**src/rtl/lpm_pkg.sv**
```systemverilog
package lpm_pkg;

  typedef enum logic [2:0] {
    ST_RUN    = 3'd0,
    ST_SLEEP  = 3'd1,
    ST_TIMER  = 3'd2,
    ST_STOP   = 3'd3,
    ST_SETTLE = 3'd4
  } lpm_state_e;

  // control word bit positions
  localparam int CTL_W       = 8;
  localparam int B_STOP      = 7;
  localparam int B_STANDBY   = 6;
  localparam int B_SWRST_N   = 4;
  localparam int B_TIMER_N   = 3;
  localparam int B_THIN_HI   = 2;
  localparam int B_THIN_LO   = 1;

  // source select codes
  localparam logic [1:0] SEL_PLL = 2'b00;
  localparam logic [1:0] SEL_SUB = 2'b10;

  typedef struct packed {
    logic stop;
    logic sleep;
    logic timer_only;
  } lpm_req_t;

  // number of blocked base ticks per thinning period
  function automatic int thin_len(input logic [1:0] code, input int unit);
    if (code == 2'd0) return 0;
    return unit << (int'(code) - 1);
  endfunction

endpackage

```
**src/rtl/lpm_tick_div.sv**
```systemverilog
module lpm_tick_div #(
  parameter int DIV = 2
) (
  input  logic clk,
  input  logic rst_n,
  input  logic tick,
  output logic pulse
);
  generate
    if (DIV < 2) begin : g_pass
      logic unused_pass;
      assign unused_pass = clk ^ rst_n;
      assign pulse = tick;
    end else begin : g_cnt
      localparam int CW = $clog2(DIV);
      localparam logic [CW-1:0] LAST = CW'(DIV - 1);
      logic [CW-1:0] cnt;
      always_ff @(posedge clk or negedge rst_n) begin
        if (!rst_n) begin
          cnt <= '0;
        end else if (tick) begin
          cnt <= (cnt == LAST) ? '0 : cnt + CW'(1);
        end
      end
      assign pulse = tick & (cnt == LAST);
    end
  endgenerate
endmodule

```
**src/rtl/lpm_clk_src.sv**
```systemverilog
module lpm_clk_src import lpm_pkg::*; #(
  parameter int MAIN_DIV = 2,
  parameter int SUB_DIV  = 4
) (
  input  logic       clk,
  input  logic       rst_n,
  input  logic [1:0] clk_sel,
  input  logic       pll_tick,
  input  logic       osc_tick,
  input  logic       sub_tick,
  output logic       base_tick,
  output logic       sub_sel
);
  logic main_pulse;
  logic sub_pulse;

  lpm_tick_div #(.DIV(MAIN_DIV)) u_main_div (
    .clk   (clk),
    .rst_n (rst_n),
    .tick  (osc_tick),
    .pulse (main_pulse)
  );

  lpm_tick_div #(.DIV(SUB_DIV)) u_sub_div (
    .clk   (clk),
    .rst_n (rst_n),
    .tick  (sub_tick),
    .pulse (sub_pulse)
  );

  always_comb begin
    case (clk_sel)
      SEL_PLL: base_tick = pll_tick;
      SEL_SUB: base_tick = sub_pulse;
      default: base_tick = main_pulse;
    endcase
  end

  assign sub_sel = (clk_sel == SEL_SUB);
endmodule

```
**src/rtl/lpm_thin.sv**
```systemverilog
module lpm_thin import lpm_pkg::*; #(
  parameter int PERIOD = 64,
  parameter int UNIT   = 8
) (
  input  logic       clk,
  input  logic       rst_n,
  input  logic       adv,
  input  logic [1:0] code,
  output logic       allow
);
  localparam int PW = $clog2(PERIOD);
  localparam logic [PW-1:0] LAST = PW'(PERIOD - 1);

  logic [PW-1:0] pos;
  logic [31:0]   pos_w;
  logic [31:0]   lim_w;

  always_ff @(posedge clk or negedge rst_n) begin
    if (!rst_n) begin
      pos <= '0;
    end else if (adv) begin
      pos <= (pos == LAST) ? '0 : pos + PW'(1);
    end
  end

  assign pos_w = 32'(pos);
  assign lim_w = 32'(thin_len(code, UNIT));
  assign allow = (pos_w >= lim_w);
endmodule

```
**src/rtl/lpm_ctl_reg.sv**
```systemverilog
module lpm_ctl_reg import lpm_pkg::*; (
  input  logic             clk,
  input  logic             rst_n,
  input  logic             wr_en,
  input  logic [CTL_W-1:0] wr_data,
  input  logic             accept,
  output lpm_req_t         req,
  output logic [1:0]       thin_code,
  output logic             sw_rst,
  output logic [CTL_W-1:0] rdata
);
  logic take;
  logic timer_n_q;
  logic [1:0] code_q;
  logic swr_q;
  logic unused_bits;

  assign take = wr_en & accept;
  assign unused_bits = wr_data[5] ^ wr_data[0];

  always_ff @(posedge clk or negedge rst_n) begin
    if (!rst_n) begin
      timer_n_q <= 1'b1;
      code_q    <= 2'd0;
      swr_q     <= 1'b0;
    end else begin
      swr_q <= take & ~wr_data[B_SWRST_N];
      if (take) begin
        timer_n_q <= wr_data[B_TIMER_N];
        code_q    <= wr_data[B_THIN_HI:B_THIN_LO];
      end
    end
  end

  always_comb begin
    req.stop       = take & wr_data[B_STOP];
    req.sleep      = take & ~wr_data[B_STOP] & wr_data[B_STANDBY] & wr_data[B_TIMER_N];
    req.timer_only = take & ~wr_data[B_STOP] & wr_data[B_STANDBY] & ~wr_data[B_TIMER_N];
  end

  always_comb begin
    rdata                       = '0;
    rdata[B_SWRST_N]            = 1'b1;
    rdata[B_TIMER_N]            = timer_n_q;
    rdata[B_THIN_HI:B_THIN_LO]  = code_q;
  end

  assign thin_code = code_q;
  assign sw_rst    = swr_q;
endmodule

```
**src/rtl/lpm_fsm.sv**
```systemverilog
module lpm_fsm import lpm_pkg::*; #(
  parameter int SETTLE_CYC = 16
) (
  input  logic       clk,
  input  logic       rst_n,
  input  lpm_req_t   req,
  input  logic       wake_irq,
  output lpm_state_e st
);
  localparam int SW = $clog2(SETTLE_CYC + 1);
  localparam logic [SW-1:0] LAST = SW'(SETTLE_CYC - 1);

  logic [SW-1:0] cnt;

  always_ff @(posedge clk or negedge rst_n) begin
    if (!rst_n) begin
      st  <= ST_RUN;
      cnt <= '0;
    end else begin
      case (st)
        ST_RUN: begin
          if (!wake_irq) begin
            if (req.stop)            st <= ST_STOP;
            else if (req.timer_only) st <= ST_TIMER;
            else if (req.sleep)      st <= ST_SLEEP;
          end
        end
        ST_SLEEP, ST_TIMER: begin
          if (wake_irq) st <= ST_RUN;
        end
        ST_STOP: begin
          if (wake_irq) begin
            st  <= ST_SETTLE;
            cnt <= '0;
          end
        end
        ST_SETTLE: begin
          if (cnt == LAST) st  <= ST_RUN;
          else             cnt <= cnt + SW'(1);
        end
        default: st <= ST_RUN;
      endcase
    end
  end
endmodule

```
**src/rtl/lpm_clock_ctrl.sv**
```systemverilog
module lpm_clock_ctrl import lpm_pkg::*; #(
  parameter int MAIN_DIV    = 2,
  parameter int SUB_DIV     = 4,
  parameter int THIN_PERIOD = 64,
  parameter int THIN_UNIT   = 8,
  parameter int SETTLE_CYC  = 16
) (
  input  logic       clk,
  input  logic       rst_n,
  input  logic [1:0] clk_sel,
  input  logic       pll_tick,
  input  logic       osc_tick,
  input  logic       sub_tick,
  input  logic       wr_en,
  input  logic [7:0] wr_data,
  input  logic       wake_irq,
  output logic [7:0] ctl_rdata,
  output logic       cpu_ce,
  output logic       per_ce,
  output logic       tbt_ce,
  output logic       wt_ce,
  output logic       main_osc_en,
  output logic       sub_osc_en,
  output logic       sw_rst
);
  lpm_state_e st;
  lpm_req_t   req;
  logic [1:0] thin_code;
  logic       base_tick;
  logic       sub_sel;
  logic       allow;
  logic       in_run;
  logic       per_live;
  logic       tmr_live;
  logic       halted;

  assign in_run   = (st == ST_RUN);
  assign per_live = (st == ST_RUN) || (st == ST_SLEEP);
  assign tmr_live = per_live || (st == ST_TIMER);
  assign halted   = (st == ST_STOP);

  lpm_ctl_reg u_reg (
    .clk       (clk),
    .rst_n     (rst_n),
    .wr_en     (wr_en),
    .wr_data   (wr_data),
    .accept    (in_run),
    .req       (req),
    .thin_code (thin_code),
    .sw_rst    (sw_rst),
    .rdata     (ctl_rdata)
  );

  lpm_clk_src #(.MAIN_DIV(MAIN_DIV), .SUB_DIV(SUB_DIV)) u_src (
    .clk       (clk),
    .rst_n     (rst_n),
    .clk_sel   (clk_sel),
    .pll_tick  (pll_tick),
    .osc_tick  (osc_tick),
    .sub_tick  (sub_tick),
    .base_tick (base_tick),
    .sub_sel   (sub_sel)
  );

  lpm_thin #(.PERIOD(THIN_PERIOD), .UNIT(THIN_UNIT)) u_thin (
    .clk   (clk),
    .rst_n (rst_n),
    .adv   (base_tick & in_run),
    .code  (thin_code),
    .allow (allow)
  );

  lpm_fsm #(.SETTLE_CYC(SETTLE_CYC)) u_fsm (
    .clk      (clk),
    .rst_n    (rst_n),
    .req      (req),
    .wake_irq (wake_irq),
    .st       (st)
  );

  always_ff @(posedge clk or negedge rst_n) begin
    if (!rst_n) begin
      cpu_ce <= 1'b0;
      per_ce <= 1'b0;
      tbt_ce <= 1'b0;
      wt_ce  <= 1'b0;
    end else begin
      cpu_ce <= in_run & base_tick & allow;
      per_ce <= per_live & base_tick;
      tbt_ce <= tmr_live & base_tick & ~sub_sel;
      wt_ce  <= tmr_live & base_tick & sub_sel;
    end
  end

  assign main_osc_en = ~(halted & ~sub_sel);
  assign sub_osc_en  = ~(halted & sub_sel);
endmodule

```
**config.mk**
```make
export PLATFORM = sky130hd
export DESIGN_NAME = lpm_clock_ctrl
export DESIGN_NICKNAME = d
export VERILOG_FILES = /design/src/rtl/lpm_pkg.sv /design/src/rtl/lpm_tick_div.sv /design/src/rtl/lpm_clk_src.sv /design/src/rtl/lpm_thin.sv /design/src/rtl/lpm_ctl_reg.sv /design/src/rtl/lpm_fsm.sv /design/src/rtl/lpm_clock_ctrl.sv
export SDC_FILE = /design/constraint.sdc
export NUM_CORES = 1
export LEC_CHECK = 0
export BUFFER_PORTS_ARGS = -buffer_cell sky130_fd_sc_hd__buf_4
export CAP_MARGIN = 20
export CORE_MARGIN = 2
export CORE_UTILIZATION = 53
export DETAILED_ROUTE_END_ITERATION = 8
export GPL_ROUTABILITY_DRIVEN = 0
export PLACE_DENSITY = 0.77
export SETUP_SLACK_MARGIN = 0.2
export SYNTH_ARGS = -nofsm -noshare
export SYNTH_HDL_FRONTEND = slang
export SYNTH_SLANG_ARGS = --single-unit
```
**constraint.sdc**
```tcl
create_clock -name clk -period 2.53 [get_ports clk]
set_input_delay 0.3795 -clock clk [delete_from_list [all_inputs] [get_ports clk]]
set_output_delay 0.3795 -clock clk [all_outputs]
set_load 0.1 [all_outputs]
```
Word-level counts from Yosys, hierarchy flattened
Index checks and enable logic that the tools add are counted.
- flip-flop bits (word level): 25
- output and inout port bits: 15
- word-level logic and storage cells: 82
- add/subtract/negate cells: 5
- order comparisons: 1
- equal/unequal tests: 14
- shift-type cells: 1
- mux-type cells: 17
- bitwise gates (word level): 23
- reductions and logical operators: 9
- operators by type and width (kind ; number):
    $ge A6 B32 Y1 ; 1
    $mux W32 ; 1
    $shl A4 B32 Y32 const A ; 1
    $mux W3 ; 7
    $and A1 B1 Y1 ; 17
    $pmux W3 S4 ; 1
    $mux W5 ; 2
    $pmux W5 S2 ; 1
    $ne A2 B2 Y1 const B ; 4
    $add A6 B1 Y6 const B ; 1
    $eq A3 B2 Y1 const B ; 2
    $eq A6 B6 Y1 const B ; 1
    $mux W6 ; 1
    $not A1 Y1 ; 6
    $add A5 B1 Y5 const B ; 1
    $eq A5 B4 Y1 const B ; 1
    $reduce_and A5 Y1 ; 1
    $eq A2 B2 Y1 const B ; 2
    $logic_not A2 Y1 ; 2
    $ne A4 B4 Y1 const B ; 1
    $eq A3 B1 Y1 const B ; 1
    $eq A3 B3 Y1 const B ; 1
    $logic_not A3 Y1 ; 1
    $reduce_and A3 Y1 ; 1
    other kinds (10) ; 12

Depth between registers and ports, before layout
Gate-level depths: netlist of run 1.
- depth in word-level cells: 10
- mapped depth: 8
- gate-level depth less buffers: 8

Modules after synthesis
From an unflattened synthesis of run 1, not the netlist that was laid out.
- cells, all modules: 133
- area total of the unflattened synthesis: 1432.6 µm²
- by module, submodules not included (module ; times used ; cells each ; area an instance (µm²) ; seq. area each (µm²)):
    lpm_thin ; 1 ; 46 ; 444.2 ; 150.1
    lpm_fsm ; 1 ; 35 ; 399.1 ; 200.2
    lpm_ctl_reg ; 1 ; 24 ; 251.5 ; 101.3
    lpm_clock_ctrl ; 1 ; 14 ; 170.2 ; 100.1
    lpm_tick_div at u_src.u_sub_div ; 1 ; 7 ; 101.3 ; 50.0
    lpm_tick_div at u_src.u_main_div ; 1 ; 3 ; 41.3 ; 25.0
    lpm_clk_src ; 1 ; 4 ; 25.0 ; 0.0

Worst setup path after synthesis of run 1
OpenSTA, ideal clock, no wires.
- path type: reg2reg
- start point: reg u_reg.code_q[1], in the netlist u_reg.thin_code[1]
- end point: reg cpu_ce
- setup time: 136 ps
- arrival time: 2027 ps
- data required time: 2394 ps
- path slack: 368 ps
- cell stages (with the launch flop): 9
- period minus slack after synthesis: 2162 ps
- cell sequence: dfrtp_1 -> inv_1 -> ha_1 -> inv_1 -> ha_1 -> o21ai_0 -> nand2b_1 -> a21oi_1 -> nor3_1
- cells in the longest elaborated chain, start to end: 5
- RTL lines (element ; line ; text):
    from (decl) ; lpm_ctl_reg.sv:14 ; logic [1:0] code_q;
    from (signal assigned) ; lpm_ctl_reg.sv:30 ; code_q <= wr_data[B_THIN_HI:B_THIN_LO];
    $sub A2 B1 Y3 or $logic_not A2 Y1 (tied branches) ; lpm_pkg.sv:33, lpm_pkg.sv:32 ;
    $shl A4 B32 Y32 or $mux W1 (tied branches) ; lpm_pkg.sv:33, lpm_pkg.sv:32 ;
    $mux W32 (*) ; lpm_pkg.sv:33 ; return unit << (int'(code) - 1);
    $ge A6 B32 Y1 (*) ; lpm_thin.sv:28 ; assign allow = (pos_w >= lim_w);
    $and A1 B1 Y1 (*) ; lpm_clock_ctrl.sv:88 ; cpu_ce <= in_run & base_tick & allow;
    to (signal assigned) ; lpm_clock_ctrl.sv:88 ;
    to (decl) ; lpm_clock_ctrl.sv:18 ; output logic cpu_ce,
Mark *: on every way between the ends. The rest lies on a longest branch, timed or not.
A chain may end at the register's enable or synchronous reset.

Final worst setup path of run 1
- start point: reg u_fsm.cnt[0]
- end point: reg u_fsm.cnt[2]
- cells in the longest elaborated chain, start to end: 3
- RTL lines (element ; line ; text):
    from (decl) ; lpm_fsm.sv:13 ; logic [SW-1:0] cnt;
    from (signal assigned) ; lpm_fsm.sv:39 ; else cnt <= cnt + SW'(1);
    $add A5 B1 Y5 or $eq A5 B4 Y1 (tied branches) ; lpm_fsm.sv:39, lpm_fsm.sv:38 ;
    $mux W5 or $ne A2 B2 Y1 (tied branches) ; -- ;
    $pmux W5 S2 or $reduce_and A3 Y1 (tied branches) ; -- ;
Parallel ways exist; a longest one is shown, timed or not. The select of a mux whose other input is x is not followed.

==> results of run 1 <==
==> flip-flops by register name (all words and copies together), names as in the netlist <==
signal,count
tbt_ce,1
u_src.u_main_div.g_cnt.cnt,1
per_ce,1
u_src.u_sub_div.g_cnt.cnt,2
u_fsm.cnt,5
cpu_ce,1
u_thin.pos,6
u_fsm.st,3
u_reg.timer_n_q,1
u_reg.sw_rst,1
wt_ce,1
u_reg.thin_code,2
==> cell type report <==
class                   instances  share of cell area
clock buffers                   4              0.0161
multi-input cells              96               0.434
well taps                      30              0.0230
flip-flops and latches         25               0.385
repair buffers                 25               0.117
inverters                      11              0.0253
==> worst paths after layout <==
path | from | to | slack, ns
worst max-delay path | u_fsm.cnt[0] | u_fsm.cnt[2] | 0.55
worst min-delay path | wr_data[4] | u_reg.sw_rst | 0.19
worst max register to register | u_fsm.cnt[0] | u_fsm.cnt[2] | 0.55
worst min register to register | u_fsm.cnt[2] | u_fsm.cnt[2] | 0.52
max in group asynchronous | rst_n | u_reg.timer_n_q | 1.76
min in group asynchronous | rst_n | u_thin.pos[4] | 0.49
==> report_power, final <==
group	internal, mW	total, mW	switching, mW
registers	0.564	0.728	0.163
logic	0.320	0.992	0.673
clock network	0.0617	0.182	0.120
total	0.946	1.90	0.956
==> kinds of logic after synthesis <==
| group | after synthesis |
|---|---|
| compound gates | 27 |
| xor+xnor | 4 |
| simple gates | 40 |
| other cells | 2 |
| mux | 6 |
| buf+inv | 18 |
| flops | 25 |
| fa+ha+maj | 14 |
==> worst max-delay path, stage by stage (launching register included) <==
cell and delay (ns):
dfrtp_1 0.44, ha_1 0.24, and3_1 0.19, ha_1 0.19, nor4b_2 0.37, a21oi_1 0.17
o21ai_0 0.18, o21ai_0 0.09
==> layer usage <==
metal	share of wire	vias up	global-route usage
met2	0.48	29	0.306
met3	0.055	2	0.0256
met5	0	-	0
li1	-	517	-
met1	0.46	476	0.224
met4	0.0057	0	0.0732
==> metrics by stage <==
step | hold slack [ns] | power, mW | setup slack, ns | instance area, µm² | cells
final | 0.188 | 1.90 | 0.552 | 1630 | 191
after global routing | 0.168 | 2.04 | 0.307 | 1630 | 191
after CTS | 0.170 | 1.92 | 0.541 | 1630 | 191
after detailed placement | 0.303 | 1.73 | 0.572 | 1590 | 186
after global placement | 0.297 | 1.68 | 0.597 | 1590 | 186
after floorplan | 0.0839 | 1.52 | 0.368 | 1430 | 139
==> cell usage in the layout (no fill, tap or decap), types with 2 or more instances in the layout <==
master     n
xor2_1     2
dfrtp_1   24
nand2_1   12
nor3_1     2
nand3_1    3
ha_1      14
nor2b_1    2
conb_1     5
and3_1     2
a21oi_1    5
buf_4     24
nor4b_1    2
mux2_2     5
o21ai_0   10
xnor2_1    2
clkbuf_4   3
nand2b_1   2
inv_1     11
nor2_1     7
==> flow_summary_export.csv, run 1 <==
group,metric,value,unit
status,status,"finished, final reports clean",
floorplanning,initial_core_util,0.566,
drt,dr.pass1.iters,4,
cells_and_area,area_growth_syn_to_layout,15.2,%
logic_synthesis,synth_common_cells,"24 x dfrtp_1, 14 x ha_1, 12 x nand2_1",
logic_synthesis,synthFlopType,"dfrtp_1",
floorplanning,pin_count,32,
worst_hold_path,min_delay_path_depth,2,
clock_tree,clock_latency,0.32,ns
logic_synthesis,ys_warn_count,0,
floorplanning,core,0.00250,mm²
clock_tree,cts-buffers-inserted,3,
logic_synthesis,synth-simple-area-share,0.160,
critical_path,cp-start-kind,"flop",
global_route,antenna_found_initial,0,
critical_path,crit_fanout,5,
drt,drc,0,
clock_tree,htree_levels,1,
power,p_leak,0.796,nW
place,dp_hpwl,1.90,mm
clock_tree,cts.clk_slew.worst_paths,0.14,ns
critical_path,cp_data_arrival_time,2.20,ns
global_route,grt_max_degree,26,
drt,drt-initial-drc-count,15,
global_route,grt_usage,0.178,
logic_synthesis,synth_top_family_by_area,"simple AND/OR/NAND/NOR gates",
run,max_cap_violations,0,
drt,vias,1024,
floorplanning,die-width,55.7,µm
drt,wirelength,2.48,mm
clock_tree,post_cts_buffers,0,
cells_and_area,fillers,209,
logic_synthesis,yosysMostFrequentCell,"dfrtp_1",
cells_and_area,multi_input_area,707,µm²
cells_and_area,drive_gt1_frac,0.242,
critical_path,rr_worst_depth,7,
timing,skew,0.00455,ns
critical_path,worstPathRequired,2.75,ns
place,portBuffers,24,
logic_synthesis,ys_types,41,
worst_hold_path,worstHoldPathType,"input pin to flop",
clock_tree,cts_tree,"done",
logic_synthesis,synth_adder_area_share,0.124,
drt,ant_nets,0,
logic_synthesis,synth.avg_cell_area,10.4,µm²
global_route,first_global_vias,1029,
drt,drt-wirelength-per-cell,13.0,µm
timing,hold_viol,0,
logic_synthesis,synth_area_leader_cell,"dfrtp_1",
clock_tree,holdBufCountCts,1,
cells_and_area,regArea,627,µm²
timing,fmax,0.506,GHz
cells_and_area,post-route-util,0.652,
floorplanning,fp.dieH,55.7,µm
logic_synthesis,synth_edf_count,0,
drt,viasPerCell,5.36,
timing,setup_violations,0,
logic_synthesis,synth_xor_area_frac,0.0248,
logic_synthesis,synth_compound_area_frac,0.131,
critical_path,cp-end-kind,"flop",
global_route,grt-ovfl-total,0,
cells_and_area,finalNetCount,193,
logic_synthesis,ys_seq_area_frac,0.443,
clock_tree,cts_num_sinks,25,
logic_synthesis,async_reset_ff_frac,1.00,
clock_tree,root_buffer,"clkbuf_4",
floorplanning,rows,18,
power,ir_drop,0.897,mV
logic_synthesis,synth_top_cell_area_share,0.425,
global_route,grt_pass1_wl,4.35,mm
timing,fin_crit_sh,0.782,
cells_and_area,antenna_cells,0,
logic_synthesis,yosys-mux-area-fraction,0.0469,
logic_synthesis,synthTopCellsByArea,"dfrtp_1 42%, ha_1 12%, mux2_2 4.0%",
timing,fin_setup_tns,0,ns
critical_path,worstSetupPathType,"flop to flop",
logic_synthesis,synthCells,136,
clock_tree,post_cts_resized,0,
floorplanning,die-area,0.00310,mm²
clock_tree,ctsLongestPathBuffers,2,
timing,slew_viol_final,0,
timing,rsz0062_at_grt,"false",
power,powerDensity,1170,mW/mm²
logic_synthesis,syn_area,0.00141,mm²
logic_synthesis,ys_ff_latch,25,
timing,finalCriticalPeriod,1.98,ns
No activity file was read; power rests on OpenSTA's default activity.
==> inputs of run 2 (changes only) <==
--- a/config.mk
+++ b/config.mk
@@ -5,13 +5,14 @@
 export SDC_FILE = /design/constraint.sdc
 export NUM_CORES = 1
 export LEC_CHECK = 0
+export ABC_AREA = 1
 export BUFFER_PORTS_ARGS = -buffer_cell sky130_fd_sc_hd__buf_4
 export CAP_MARGIN = 20
 export CORE_MARGIN = 2
-export CORE_UTILIZATION = 53
+export CORE_UTILIZATION = 48
 export DETAILED_ROUTE_END_ITERATION = 8
 export GPL_ROUTABILITY_DRIVEN = 0
-export PLACE_DENSITY = 0.77
+export PLACE_DENSITY = 0.74
 export SETUP_SLACK_MARGIN = 0.2
 export SYNTH_ARGS = -nofsm -noshare
 export SYNTH_HDL_FRONTEND = slang
==> constraint.sdc (replaced) <==
create_clock -name clk -period 1.6 [get_ports clk]
set_input_delay 0.24 -clock clk [delete_from_list [all_inputs] [get_ports clk]]
set_output_delay 0.24 -clock clk [all_outputs]
set_load 0.1 [all_outputs]
==> flow_summary_export.csv, run 2 <==
group,metric,value,unit
timing,slew_viol_final,0,
worst_hold_path,worstHoldPathType,"input pin to flop",
place,dp_hpwl,2.02,mm
global_route,first_global_vias,1209,
global_route,grt_usage,0.189,
run,max_cap_violations,0,
logic_synthesis,synth_area_leader_cell,"dfrtp_1",
clock_tree,clock_latency,0.33,ns
cells_and_area,layout_common_cells,"32 x buf_4, 30 x nand2_1, 20 x inv_1, 19 x dfrtp_1, 14 x nor2_1",
floorplanning,fp.dieH,59.6,µm
timing,hold_viol,0,
clock_tree,htree_levels,1,
timing,fin_crit_sh,0.930,
critical_path,cp_data_arrival_time,1.72,ns
logic_synthesis,async_reset_ff_frac,1.00,
clock_tree,cts_num_sinks,25,
floorplanning,die-area,0.00356,mm²
cells_and_area,largest_reg_flops,6,
cells_and_area,finalNetCount,250,
cells_and_area,top_register,"u_thin.pos",
drt,drc,0,
logic_synthesis,synth_top_cell_area_share,0.404,
timing,fin_setup_tns,0,ns
power,powerDensity,1910,mW/mm²
global_route,grt-ovfl-total,0,
cells_and_area,reg.largest.list,"u_thin.pos: 6 flops, u_fsm.cnt: 5 flops, u_fsm.st: 3 flops",
power,ir_drop,1.19,mV
critical_path,worstPathRequired,1.84,ns
floorplanning,initial_core_util,0.495,
drt,viasPerCell,5.00,
status,status,"finished, final reports clean",
timing,skew,0.00302,ns
logic_synthesis,yosysMostFrequentCell,"nand2_1",
logic_synthesis,ys_warn_count,0,
cells_and_area,layout_commonest_cell,"buf_4",
cells_and_area,drive_gt1_frac,0.394,
clock_tree,cts_tree,"done",
timing,holdWs,0.0377,ns
global_route,antenna_found_initial,0,
logic_synthesis,synthFlopType,"dfrtp_1",
logic_synthesis,synth.avg_cell_area,8.44,µm²
timing,setup_violations,0,
logic_synthesis,synth_common_cells,"33 x nand2_1, 26 x inv_1, 24 x dfrtp_1",
logic_synthesis,synthTopCellsByArea,"dfrtp_1 40%, ha_1 12%, nand2_1 8.3%",
clock_tree,ctsLongestPathBuffers,2,
logic_synthesis,ys_seq_area_frac,0.422,
drt,wirelength,3.23,mm
floorplanning,pin_count,32,
floorplanning,core,0.00300,mm²
global_route,grt_pass1_wl,5.00,mm
cells_and_area,antenna_cells,0,
logic_synthesis,syn_area,0.00149,mm²
logic_synthesis,ys_types,27,
drt,ant_nets,0,
power,p_leak,1.00,nW
floorplanning,die-width,59.6,µm
floorplanning,rows,20,
drt,dr.pass1.iters,4,
critical_path,crit_fanout,5,
critical_path,worstSetupPathType,"flop to flop",
global_route,grt_max_degree,26,
timing,rsz0062_at_grt,"true",
logic_synthesis,ys_ff_latch,25,
place,portBuffers,24,
clock_tree,cts-buffers-inserted,3,
drt,drt-initial-drc-count,47,
drt,drt-wirelength-per-cell,12.9,µm
clock_tree,cts.clk_slew.worst_paths,0.13,ns
timing,finalCriticalPeriod,1.49,ns
logic_synthesis,synthCells,176,
logic_synthesis,synth_edf_count,0,
drt,vias,1255,
critical_path,cp-start-kind,"flop",
cells_and_area,area_growth_syn_to_layout,36.8,%
clock_tree,root_buffer,"clkbuf_4",
timing,fmax,0.672,GHz
critical_path,cp-end-kind,"flop",
[run 2: changes by cell type in the layout (fill, tap and decap cells not counted), moves of 5 or more]
cell     previous run  this run
nand2_2             0         6
ha_1               14         9
nand2_1            12        30
dfrtp_1            24        19
inv_1              11        20
buf_4              24        32
nand3_1             3         8
nor2_1              7        14
o21ai_0            10         5
[run 2: metal layers]
layer / share of wire / vias to the layer above / track usage
li1: - / 637 / -
met5: 0 / - / 0
met1: 0.38 / 598 / 0.203
met2: 0.58 / 15 / 0.352
met4: 0.012 / 0 / 0.0762
met3: 0.024 / 5 / 0.0459
[run 2: where the power goes]
group          switching, mW  total (mW)  internal, mW
Clock                  0.192       0.286        0.0940
Sequential             0.241        1.14         0.904
Combinational           1.53        2.45         0.918
[run 2: worst max-delay path: stages, from the launching register on]
cell and delay (ns):
dfrtp_1 0.40, ha_2 0.20, nand2_2 0.06, nor2_1 0.09
ha_2 0.21, inv_4 0.05, nand3_4 0.11, nand2_4 0.08
a21oi_2 0.14, nor2_1 0.05
[run 2: logic make-up (layout without fill, tap and decap cells)]
family / after synthesis / in the layout / synth area share
AO/OA/AOI/OAI: 20 / 20 / 0.0691
XOR/XNOR: 4 / 4 / 0.0236
adder cells (fa/ha/maj): 14 / 14 / 0.118
buffers and inverters: 33 / 71 / 0.0986
flip-flops: 25 / 25 / 0.422
multiplexers: 1 / 1 / 0.00758
other: 2 / 5 / 0.00506
AND/OR/NAND/NOR: 77 / 78 / 0.256
[run 2: final timing paths]
path	from	to	slack, ns	cells after the start
min	wr_data[4]	u_reg.sw_rst	0.04	2
min reg2reg	u_src.u_main_div.g_cnt.cnt	u_src.u_main_div.g_cnt.cnt	0.48	1
max reg2reg	u_fsm.cnt[1]	u_fsm.cnt[2]	0.11	9
max in group asynchronous	rst_n	u_reg.timer_n_q	0.98	2
min in group asynchronous	rst_n	u_thin.pos[2]	0.33	2
max	u_fsm.cnt[1]	u_fsm.cnt[2]	0.11	9
[run 2: timing repair]
action | 4_1_cts | 5_1_grt
hold buffers | 1 | 0
setup buffers | 7 | 8
setup endpoints to repair | 11 | 21
cloned | 1 | 0
gates resized for setup | 19 | 29
pin swaps | 9 | 21
hold endpoints to repair | 24 | 0
[run 2: layout make-up]
cell class | instances | area, µm²
Sequential cell | 25 | 638
Tap cell | 33 | 41.3
Multi-Input combinational cell | 122 | 855
Clock inverter | 1 | 5.00
Clock buffer | 3 | 22.5
Timing Repair Buffer | 40 | 354
Inverter | 27 | 116
Fill cell | 229 | 971
[run 2: per-stage QoR]
| step | utilization | instance area [µm²] | total power, mW | setup slack, ns | std cells |
|---|---|---|---|---|---|
| 2_1_floorplan | - | 1540 | 2.57 | 0.00358 | 179 |
| 3_3_place_gp | 0.570 | 1710 | 2.85 | 0.152 | 230 |
| 3_5_place_dp | 0.570 | 1710 | 2.94 | 0.131 | 230 |
| 4_1_cts | 0.623 | 1870 | 3.46 | 0.152 | 243 |
| 5_1_grt | 0.677 | 2030 | 4.17 | 0.0226 | 251 |
| 6_report | 0.677 | 2030 | 3.88 | 0.113 | 251 |
==> inputs of run 3 (changes only) <==
--- a/config.mk
+++ b/config.mk
@@ -6,7 +6,7 @@
 export NUM_CORES = 1
 export LEC_CHECK = 0
 export ABC_AREA = 1
-export BUFFER_PORTS_ARGS = -buffer_cell sky130_fd_sc_hd__buf_4
+export BUFFER_PORTS_ARGS = -buffer_cell sky130_fd_sc_hd__buf_2
 export CAP_MARGIN = 20
 export CORE_MARGIN = 2
 export CORE_UTILIZATION = 48
==> flow_summary_export.csv, run 3 (synthesis results as in run 2) <==
group,metric,value,unit
status,status,"finished, final reports clean",
timing,finalCriticalPeriod,1.43,ns
place,dpl.cell_count,230,
cells_and_area,top_register,"u_thin.pos",
timing,worst_pin_slew,0.555,ns
floorplanning,core,0.00300,mm²
clock_tree,cts-buffers-inserted,3,
critical_path,reg2reg_from,"u_reg.thin_code[1]",
cells_and_area,fillers,255,
place,dp_hpwl,1.83,mm
drt,wirelength,2.64,mm
floorplanning,rows,20,
floorplanning,fp.dieH,59.6,µm
global_route,grt_usage,0.153,
drt,vias,1184,
critical_path,crit_fanout,4,
worst_hold_path,hold_path_startpoint,"wr_data[4]",
place,post-place-ws,0.131,ns
power,ir_drop,0.839,mV
worst_hold_path,worstHoldPathType,"input pin to flop",
place,dpl_cell_area,0.00168,mm²
critical_path,worstSetupPathType,"flop to flop",
cells_and_area,reg.largest.list,"u_thin.pos: 6 flops, u_fsm.cnt: 5 flops, u_fsm.st: 3 flops",
critical_path,slowest_stage,"dfrtp_4",
timing,relSlewSlack,0.630,
clock_tree,root_buffer,"clkbuf_4",
drt,drt-wirelength-per-cell,10.7,µm
critical_path,cp-end-kind,"flop",
critical_path,cp_data_arrival_time,1.65,ns
cells_and_area,drive_gt1_frac,0.355,
clock_tree,htree_levels,1,
power,powerDensity,1860,mW/mm²
drt,viasPerCell,4.79,
global_route,antenna_found_initial,0,
floorplanning,die-width,59.6,µm
drt,drt-initial-drc-count,19,
cells_and_area,layout_common_cells,"30 x nand2_1, 21 x inv_1, 19 x buf_2, 18 x dfrtp_1",
timing,skew,0.00193,ns
cells_and_area,post-route-util,0.625,
timing,rsz0062_at_grt,"true",
global_route,grt_pass1_wl,4.17,mm
cells_and_area,area_growth_syn_to_layout,26.3,%
clock_tree,ctsLongestPathBuffers,2,
drt,drc,0,
timing,hold_viol,0,
global_route,first_global_vias,1029,
clock_tree,cts.clk_slew.worst_paths,0.13,ns
critical_path,worstPathRequired,1.82,ns
timing,fin_crit_sh,0.894,
floorplanning,die-area,0.00356,mm²
cells_and_area,design_area,0.00188,mm²
critical_path,path_cells,"inv_4, ha_4, inv_2, ha_4, or2_4, nand4_1, a21oi_1",
timing,fin_setup_tns,0,ns
floorplanning,initial_core_util,0.495,
power,p_leak,0.956,nW
clock_tree,clock_latency,0.32,ns
critical_path,crit_path_frequent_cell,"ha_4",
cells_and_area,layout.cells.non_filler,247,
drt,ant_nets,0,
critical_path,crit_start,"u_reg.thin_code[1]",
timing,worst_slack,0.170,ns
run,max_cap_violations,0,
cells_and_area,finalNetCount,246,
place,portBuffers,24,
timing,setup_violations,0,
drt,dr.pass1.iters,4,
critical_path,max_stage_delay,0.53,ns
cells_and_area,layout_commonest_cell,"nand2_1",
clock_tree,cts_num_sinks,25,
timing,fmax,0.699,GHz
floorplanning,pin_count,32,
global_route,grt_max_degree,26,
cells_and_area,antenna_cells,0,
global_route,grt-ovfl-total,0,
cells_and_area,largest_reg_flops,6,
timing,slew_viol_final,0,
critical_path,cp-start-kind,"flop",
clock_tree,cts_tree,"done",
==> run 3: cell count changes in the layout (fill, tap and decap cells not counted), sizes merged <==
cell,delta
buf,-4
clkbuf,+1
clkinv,-1
==> run 3: final timing paths <==
| kind | to | slack (ns) | depth (start not counted) |
|---|---|---|---|
| worst min-delay path | u_reg.sw_rst | 0.05 | 2 |
| max in group asynchronous | u_reg.thin_code[0] | 0.76 | 2 |
| min in group asynchronous | u_thin.pos[1] | 0.42 | 2 |
| worst min register to register | u_reg.timer_n_q | 0.48 | 2 |
| worst max-delay path | cpu_ce | 0.17 | 7 |
| worst max register to register | cpu_ce | 0.17 | 7 |
==> run 3: critical path, delay by kind of cell (launching register included) <==
kind                       cells  cell delay, ns
and+or+nand+nor                2            0.30
DFF                            1            0.53
adders and majority gates      2            0.34
AOI/OAI and AO/OA              1            0.06
buffers and inverters          2            0.11
==> run 3: layout make-up <==
class,count,area [µm²],area share
clock buffer,4,26.3,0.0140
inverter,27,106,0.0567
multi-input combinational,122,808,0.431
sequential,25,639,0.341
tap,33,41.3,0.0220
timing repair buffer,36,254,0.135
==> run 3: repair_timing <==
item                                    in CTS  in global routing
gates cloned                                 1                  0
endpoints found under the hold margin       24                  0
hold buffers                                 1                  0
endpoints found under the setup margin      13                 16
pin swaps                                   10                  8
gates resized for setup                     16                  9
setup buffers                                9                  2
==> run 3: metrics by stage <==
stage          power, mW  hold WS [ns]
4_1_cts             3.43        0.0455
5_1_grt             3.75        0.0286
6_report            3.49        0.0506
3_5_place_dp        2.87         0.263
2_1_floorplan       2.57       -0.0556
3_3_place_gp        2.82         0.264
==> run 3: power by group <==
part	total (mW)	switching, mW	leakage [nW]	internal (mW)
combinational	2.08	1.38	0.638	0.706
clock	0.284	0.186	0.0150	0.0975
sequential	1.12	0.215	0.303	0.905
total	3.49	1.78	0.956	1.71
==> run 3: per-layer routing <==
metal	vias up	global-route usage	share of wire
li1	625	-	-
met5	-	0	0
met3	2	0.0415	0.031
met1	542	0.198	0.48
met4	0	0.0349	0.0061
met2	15	0.256	0.49
